--- src/rtl/tls_pkg.sv ---
package tls_pkg;

   typedef enum logic [1:0] {
      SW_CM  = 2'b00,
      SW_REF = 2'b01,
      SW_GND = 2'b10
   } sw_cmd_e;

   // positive side moves to ground when the comparator says the positive side is higher
   function automatic sw_cmd_e pos_side_cmd(input logic decision);
      return decision ? SW_GND : SW_REF;
   endfunction

   function automatic sw_cmd_e neg_side_cmd(input logic decision);
      return decision ? SW_REF : SW_GND;
   endfunction

   // weight of decision step k for a binary search with repeated redundant weights
   function automatic int unsigned step_weight(input int unsigned k,
                                               input int unsigned res_bits,
                                               input int unsigned n_red,
                                               input int unsigned red_gap);
      int unsigned bit_pos;
      int unsigned idx;
      bit_pos = res_bits - 1;
      idx = 0;
      for (int unsigned b = res_bits; b > 0; b--) begin
         if (idx == k) return (1 << (b - 1));
         idx++;
         for (int unsigned r = 0; r < n_red; r++) begin
            if ((b - 1) == (res_bits - 1 - red_gap * (r + 1))) begin
               if (idx == k) return (1 << (b - 1));
               idx++;
            end
         end
      end
      return bit_pos - bit_pos;
   endfunction

endpackage

--- src/rtl/tls_ring.sv ---
module tls_ring #(
   parameter int N_STEPS = 15
) (
   input  logic               clk,
   input  logic               rst_n,
   input  logic               start,
   output logic               accept,
   output logic               busy,
   output logic               sample,
   output logic [N_STEPS-1:0] step_oh,
   output logic               done
);
   localparam int RING_W = N_STEPS + 2;

   logic [RING_W-1:0] ring_q;

   assign busy   = |ring_q[RING_W-2:0];
   assign accept = start & ~busy;

   always_ff @(posedge clk or negedge rst_n) begin
      if (!rst_n) begin
         ring_q <= '0;
      end else begin
         ring_q <= {ring_q[RING_W-2:0], accept};
      end
   end

   assign sample  = ring_q[0];
   assign step_oh = ring_q[N_STEPS:1];
   assign done    = ring_q[RING_W-1];

endmodule

--- src/rtl/tls_code_reg.sv ---
module tls_code_reg #(
   parameter int N_STEPS = 15
) (
   input  logic               clk,
   input  logic               rst_n,
   input  logic               clear,
   input  logic [N_STEPS-1:0] step_oh,
   input  logic               cmp,
   output logic [N_STEPS-1:0] code
);
   genvar gi;
   generate
      for (gi = 0; gi < N_STEPS; gi++) begin : g_bit
         localparam int STEP = N_STEPS - 1 - gi;
         always_ff @(posedge clk or negedge rst_n) begin
            if (!rst_n) begin
               code[gi] <= 1'b0;
            end else if (clear) begin
               code[gi] <= 1'b0;
            end else if (step_oh[STEP]) begin
               code[gi] <= cmp;
            end
         end
      end
   endgenerate

endmodule

--- src/rtl/tls_switch_bank.sv ---
module tls_switch_bank
   import tls_pkg::*;
#(
   parameter int N_STEPS = 15
) (
   input  logic                   clk,
   input  logic                   rst_n,
   input  logic                   clear,
   input  logic [N_STEPS-1:0]     step_oh,
   input  logic                   cmp,
   output logic [2*N_STEPS-3:0]   sw_p,
   output logic [2*N_STEPS-3:0]   sw_n
);
   localparam int N_CAP = N_STEPS - 1;

   logic release_all;
   assign release_all = clear | step_oh[N_STEPS-1];

   genvar gj;
   generate
      for (gj = 0; gj < N_CAP; gj++) begin : g_cap
         sw_cmd_e p_q, n_q;
         always_ff @(posedge clk or negedge rst_n) begin
            if (!rst_n) begin
               p_q <= SW_CM;
               n_q <= SW_CM;
            end else if (release_all) begin
               p_q <= SW_CM;
               n_q <= SW_CM;
            end else if (step_oh[gj]) begin
               p_q <= pos_side_cmd(cmp);
               n_q <= neg_side_cmd(cmp);
            end
         end
         assign sw_p[2*gj+1:2*gj] = p_q;
         assign sw_n[2*gj+1:2*gj] = n_q;
      end
   endgenerate

endmodule

--- src/rtl/tl_sar_sequencer.sv ---
module tl_sar_sequencer #(
   parameter int RES_BITS = 12,
   parameter int N_RED    = 3,
   parameter int RED_GAP  = 3,
   parameter int N_STEPS  = RES_BITS + N_RED,
   parameter int N_CAP    = N_STEPS - 1
) (
   input  logic                 clk,
   input  logic                 rst_n,
   input  logic                 start,
   input  logic                 cmp_in,
   output logic                 sample_en,
   output logic [2*N_CAP-1:0]   sw_p,
   output logic [2*N_CAP-1:0]   sw_n,
   output logic [N_STEPS-1:0]   raw_code,
   output logic                 done
);
   generate
      if (RES_BITS < 2) begin : g_bad_res
         $error("RES_BITS must be at least 2");
      end
      if (N_STEPS != RES_BITS + N_RED) begin : g_bad_steps
         $error("N_STEPS must equal RES_BITS + N_RED");
      end
      if (N_CAP != N_STEPS - 1) begin : g_bad_cap
         $error("N_CAP must equal N_STEPS - 1");
      end
      if (N_RED > 0 && N_RED * RED_GAP >= RES_BITS) begin : g_bad_gap
         $error("redundant steps must fall inside the binary range");
      end
      if (N_STEPS > 64) begin : g_bad_len
         $error("ring length limited to 64 steps");
      end
   endgenerate

   logic               accept;
   logic               busy;
   logic [N_STEPS-1:0] step_oh;

   tls_ring #(.N_STEPS(N_STEPS)) u_ring (
      .clk     (clk),
      .rst_n   (rst_n),
      .start   (start),
      .accept  (accept),
      .busy    (busy),
      .sample  (sample_en),
      .step_oh (step_oh),
      .done    (done)
   );

   tls_code_reg #(.N_STEPS(N_STEPS)) u_code (
      .clk     (clk),
      .rst_n   (rst_n),
      .clear   (accept),
      .step_oh (step_oh),
      .cmp     (cmp_in),
      .code    (raw_code)
   );

   tls_switch_bank #(.N_STEPS(N_STEPS)) u_sw (
      .clk     (clk),
      .rst_n   (rst_n),
      .clear   (accept),
      .step_oh (step_oh),
      .cmp     (cmp_in),
      .sw_p    (sw_p),
      .sw_n    (sw_n)
   );

endmodule

--- config.mk ---
export PLATFORM = sky130hd
export DESIGN_NAME = tl_sar_sequencer
export DESIGN_NICKNAME = d
export VERILOG_FILES = /design/src/rtl/tls_pkg.sv /design/src/rtl/tls_ring.sv /design/src/rtl/tls_code_reg.sv /design/src/rtl/tls_switch_bank.sv /design/src/rtl/tl_sar_sequencer.sv
export SDC_FILE = /design/constraint.sdc
export NUM_CORES = 1
export LEC_CHECK = 0
export ABC_AREA = 1
export BUFFER_PORTS_ARGS = -buffer_cell sky130_fd_sc_hd__buf_2
export CAP_MARGIN = 15
export CELL_PAD_IN_SITES_DETAIL_PLACEMENT = 1
export CELL_PAD_IN_SITES_GLOBAL_PLACEMENT = 1
export CORE_ASPECT_RATIO = 1.2
export CORE_UTILIZATION = 34
export DETAILED_ROUTE_END_ITERATION = 7
export PLACE_DENSITY = 0.73
export RECOVER_POWER = 25
export SYNTH_ARGS = -nofsm -noshare
export SYNTH_HDL_FRONTEND = slang
export SYNTH_SLANG_ARGS = --single-unit
--- constraint.sdc ---
create_clock -name clk -period 1.2 [get_ports clk]
set_clock_uncertainty 0.05 [all_clocks]
set_input_delay 0.12 -clock clk [delete_from_list [all_inputs] [get_ports clk]]
set_output_delay 0.12 -clock clk [all_outputs]
set_load 0.1 [all_outputs]
# After elaboration in Yosys (flattened, before gate mapping)
# Cells that the tools add are included.
[classes]
mux = 88
bitwise_logic = 3
n_reduce_logical = 30
[ops]
columns = ["cell", "n"]
rows = [
  ["two-way mux 2 bit", 58],
  ["nonzero test 2 bit", 29],
  ["two-way mux 1 bit", 30],
  ["OR reduction 16 bit", 1],
  ["AND 1 bit", 1],
  ["NOT 1 bit", 1],
  ["bitwise OR 1 bit", 1],
]
[word_totals]
ff_bits = 88

# Longest topological paths before layout
[logic_depth]
depth_word = 5
ltp_mapped = 8

# Modules after synthesis
# A second synthesis with hierarchy kept.
[unflattened]
hier_cells = 278
area_unflattened_um2 = 2588.7
[modules_own_cells]
columns = ["mod", "instances", "cells_each", "area_per_inst_um2"]
rows = [
  ["tls_switch_bank", 1, 164, 1430.1],
  ["tls_code_reg", 1, 80, 666.9],
  ["tls_ring", 1, 34, 491.7],
]

# Worst setup path before layout
# OpenSTA, ideal clock, no wires.
[synth_timing]
path_kind = "register to register"
startpoint = "register u_ring.ring_q[0]"
endpoint = "register u_sw.g_cap[0].n_q[0]"
t_arrival_ns = 1.572
slack_ns = -0.546
stages_incl_launch_ff = 9
path_buffers = 2
synth_period_minus_slack_ns = 1.746
cell_sequence = "dfrtp_1 > nor2_1 > nand2_1 > nor2_1 > nand2_2 > buf_6 > buf_6 > nand4_1 > nand2_1"
[synth_via]
elab_chain_cells = 5
word_cells_on_any_way = 6
cone_classes = "1 x mux; 3 x bitwise; 2 x reduce/logical"
[synth_lines]
columns = ["element", "line_no", "text"]
rows = [
  ["from (decl)", "tls_ring.sv:15", "logic [RING_W-1:0] ring_q;"],
  ["from (signal assigned)", "tls_ring.sv:24", "ring_q <= {ring_q[RING_W-2:0], accept};"],
  ["OR reduction 16 bit *", "tls_ring.sv:17", "assign busy = |ring_q[RING_W-2:0];"],
  ["NOT 1 bit *", "tls_ring.sv:18", "assign accept = start & ~busy;"],
  ["AND 1 bit *", "tls_ring.sv:18", ""],
  ["bitwise OR 1 bit *", "tls_switch_bank.sv:17", "assign release_all = clear | step_oh[N_STEPS-1];"],
  ["two-way mux 2 bit or nonzero test 2 bit (tied branches)", "--", ""],
  ["to (signal assigned)", "tls_switch_bank.sv:32", "n_q <= neg_side_cmd(cmp);"],
  ["to (decl)", "tls_switch_bank.sv:22", "sw_cmd_e p_q, n_q;"],
]
# Every way passes the cells marked *; elsewhere a longest branch is shown, timed or not.
# A chain may end at the register's enable or synchronous reset.

# Final worst setup path
[layout_timing]
startpoint = "register u_ring.ring_q[8]"
endpoint = "register u_sw.g_cap[11].n_q[0]"
[layout_via]
elab_chain_cells = 5
word_cells_on_any_way = 6
cone_classes = "1 x mux; 3 x bitwise; 2 x reduce/logical"
[layout_lines]
columns = ["element", "line_no"]
rows = [
  ["OR reduction 16 bit *", "tls_ring.sv:17"],
  ["NOT 1 bit *", "tls_ring.sv:18"],
  ["AND 1 bit *", "tls_ring.sv:18"],
  ["bitwise OR 1 bit *", "tls_switch_bank.sv:17"],
  ["two-way mux 2 bit or nonzero test 2 bit (tied branches)", "--"],
  ["to (signal assigned)", "tls_switch_bank.sv:32"],
  ["to (decl)", "tls_switch_bank.sv:22"],
]
# Marked as above.

==> impl_metrics.json <==
{
  "tritoncts": "built",
  "start_util_pct": 35.0,
  "cts.sink_count": 60,
  "io_pins": 77,
  "die-area_sq_um": 7760,
  "synthArstFlopShare_pct": 100,
  "fin_nets": 354,
  "ant_nets": 0,
  "synth.distinct_cells": 17,
  "synth.net_count": 262,
  "critPathBufInv": 1,
  "drt-initial-drc-count": 132,
  "gr-usage-all-layers_pct": 23.8,
  "worstSetupEndpointType": "flop",
  "grt_pass1_vias": 2411,
  "status": "complete, but fails checks",
  "max_freq_mhz": 657,
  "timing.final.crit_share_pct": 127,
  "cts_buffer_depth": 2,
  "htree_levels": 3,
  "setup_ws_ps": -323,
  "grt_pass1_wl_mm": 13.2,
  "violations": "setup timing",
  "clk_latency_ps": 340,
  "yosys_register_bits": 60,
  "hp-start": "start",
  "dpl_worst_slack_ps": -370,
  "diodes": 0,
  "reg2reg_to": "u_sw.g_cap[11].n_q[0]$_DFFE_PN0P_",
  "reg2reg_from": "u_ring.ring_q[8]$_DFF_PN0_",
  "route.detailed.drc": 0,
  "start_kind": "flop",
  "die_h_um": 96.3,
  "layout_min_cycle_time_ps": 1520,
  "rrSetupSlack_ps": -320,
  "clock_tree.root_cell": "clkbuf_8",
  "hold_violations": 0,
  "worstPathRequired_ps": 1380,
  "grt_overflow_total": 0,
  "setup_viol": 97,
  "area.growth.synth_to_final_pct": 84.3,
  "use_met1_pct": 27.0,
  "dr.pass1.iters": 5,
  "worstHoldPathType": "in -> reg",
  "crit_type": "reg -> reg",
  "rows": 34,
  "syn_inst": 258,
  "grt-busiest-layer": "met2",
  "rsz0062_at_grt": "true",
  "met2_usage_pct": 42.2,
  "antenna_found_initial": 0,
  "core_area_sq_um": 7190,
  "hold_path_end": "u_ring.ring_q[0]$_DFF_PN0_",
  "rr_worst_depth": 7,
  "synth_area_sq_um": 2520,
  "io_buffers": 76,
  "crit_arrival_ps": 1700,
  "holdPathStages": 3,
  "drive_above_1_share_pct": 53.1,
  "cts.reportedPaths.clkPinSlew_ps": 70,
  "vias": 2305,
  "critPathTopFamily": "simple AND/OR/NAND/NOR gates",
  "slew_viol_final": 0,
  "yosysMostFrequentCell": "dfrtp_1",
  "grt_max_degree": 49,
  "routed_wl_mm": 8.81,
  "gp_congestion": 0.768,
  "crit_fanout": 18,
  "hpwl_mm": 5.27,
  "cts_made_buffers": 9,
  "die_w_um": 80.6,
  "post-synth-top-area-cell": "dfrtp_1",
  "vias_per_cell": 5.19,
  "tns_ps": -12550,
  "slowest_delay_ps": 400,
  "timing.slew.headroom_pct": 45.2,
  "tightest_slew_ps": 823,
  "synth_top_area_share_pct": 59.6,
  "synth.top_cells.by_count": "60 x dfrtp_1, 42 x nand2_1, 29 x buf_4",
  "ys_warn_count": 0,
  "grt_use_met3_pct": 6.82,
  "critical_path.cell_chain": "nor2_2, nand3_2, nor2_4, nand2_4, buf_12, nand4_1, nand2_1",
  "slowest_stage": "dfrtp_1",
  "synth_flop_cell": "dfrtp_1",
  "seq_area_frac_synth_pct": 59.6,
  "synth_area_leaders": "dfrtp_1 60%, buf_4 8.6%, nand4_1 6.7%, nand2_1 6.3%, nand3_1 4.8%",
  "avgSynthCellArea_sq_um": 9.76,
  "drv_cap": 0,
  "wl_per_cell_um": 19.8,
  "synth-edff-count": 0
}
## repair_timing
| action | CTS | global route |
|---|---|---|
| hold buffers | 1 | 0 |
| endpoints found under the hold margin | 60 | 0 |
| buffers inserted | 3 | 5 |
| gates cloned | 1 | 0 |
| pin swaps | 8 | 2 |
| gates resized for setup | 27 | 10 |
| endpoints found under the setup margin | 101 | 101 |
## per-layer routing
layer	vias up	share of wire, %
met2	95	56
met5	-	0
li1	1005	-
met3	17	4.7
met1	1188	37
met4	0	2.8
## cells by family (layout without fill, tap and decap cells)
kind of cell / after synthesis / in the layout / share of synthesized area (%)
AO/OA/AOI/OAI: 20 / 20 / 3.97
buffers and inverters: 61 / 157 / 14.7
flip-flops: 60 / 60 / 59.6
AND/OR/NAND/NOR: 117 / 117 / 21.7
## final cells by class
cell class	instances	area, sq um
inverters	22	85.1
clock buffers	13	159
flip-flops and latches	60	1610
clock inverters	2	10.0
multi-input cells	137	795
fillers	685	2550
repair buffers	120	1870
well taps	90	113
## how the worst max path moves through the flow
| stage | from | endpoint | slack, ps | cells after the start |
|---|---|---|---|---|
| floorplan | u_ring.ring_q[0]$_DFF_PN0_ | u_code.code[1]$_DFFE_PN0P_ | -320 | 8 |
| global placement | u_ring.ring_q[0]$_DFF_PN0_ | u_code.code[10]$_DFFE_PN0P_ | -180 | 7 |
| detailed placement | u_ring.ring_q[0]$_DFF_PN0_ | u_code.code[10]$_DFFE_PN0P_ | -370 | 7 |
| CTS | u_ring.ring_q[0]$_DFF_PN0_ | u_sw.g_cap[10].n_q[0]$_DFFE_PN0P_ | -260 | 7 |
| global route | u_ring.ring_q[8]$_DFF_PN0_ | u_sw.g_cap[11].n_q[0]$_DFFE_PN0P_ | -400 | 7 |
| finish | u_ring.ring_q[8]$_DFF_PN0_ | u_sw.g_cap[11].n_q[0]$_DFFE_PN0P_ | -320 | 7 |
## tightest hold or removal path: stages
cell     delay [ps]
buf_2           120
nand4_1         130
nor4_4           50
## flip-flops by register name, indices dropped and copies added (netlist names)
signal,flops
u_ring.ring_q,17
u_code.code,15
u_sw.g_cap.n_q,14
u_sw.g_cap.p_q,14
## per-stage QoR
| stage | utilization, % | hold WS [ps] | cells | instance area (sq um) |
|---|---|---|---|---|
| 6_report | 64.5 | 66.3 | 444 | 4640 |
| 5_1_grt | 64.5 | 53.2 | 444 | 4640 |
| 4_1_cts | 63.7 | 30.4 | 440 | 4580 |
| 3_5_place_dp | 59.1 | -10.8 | 420 | 4250 |
| 3_3_place_gp | 59.1 | -15.8 | 420 | 4250 |
| 2_1_floorplan | - | -226 | 258 | 2650 |
## cell usage in the layout, fill, tap and decap left out, types with 2 or more instances in the layout
cell      count
nand3_1       7
clkbuf_1      7
inv_1        18
clkbuf_8     11
nor2_4        3
nand4_1      27
buf_6         3
buf_2         2
buf_12       76
nand2_4       2
dfrtp_1      31
nand3_2      17
dfrtp_4      29
clkinv_1      2
a21oi_1      16
clkinv_2      2
o21ai_0       4
nor2_2        4
nand2_1      38
buf_4        31
nor2_1       15
nand2_2       3
Power is not shown: default switching activity piles up to over one toggle a cycle in this logic, so the estimate is an artifact.
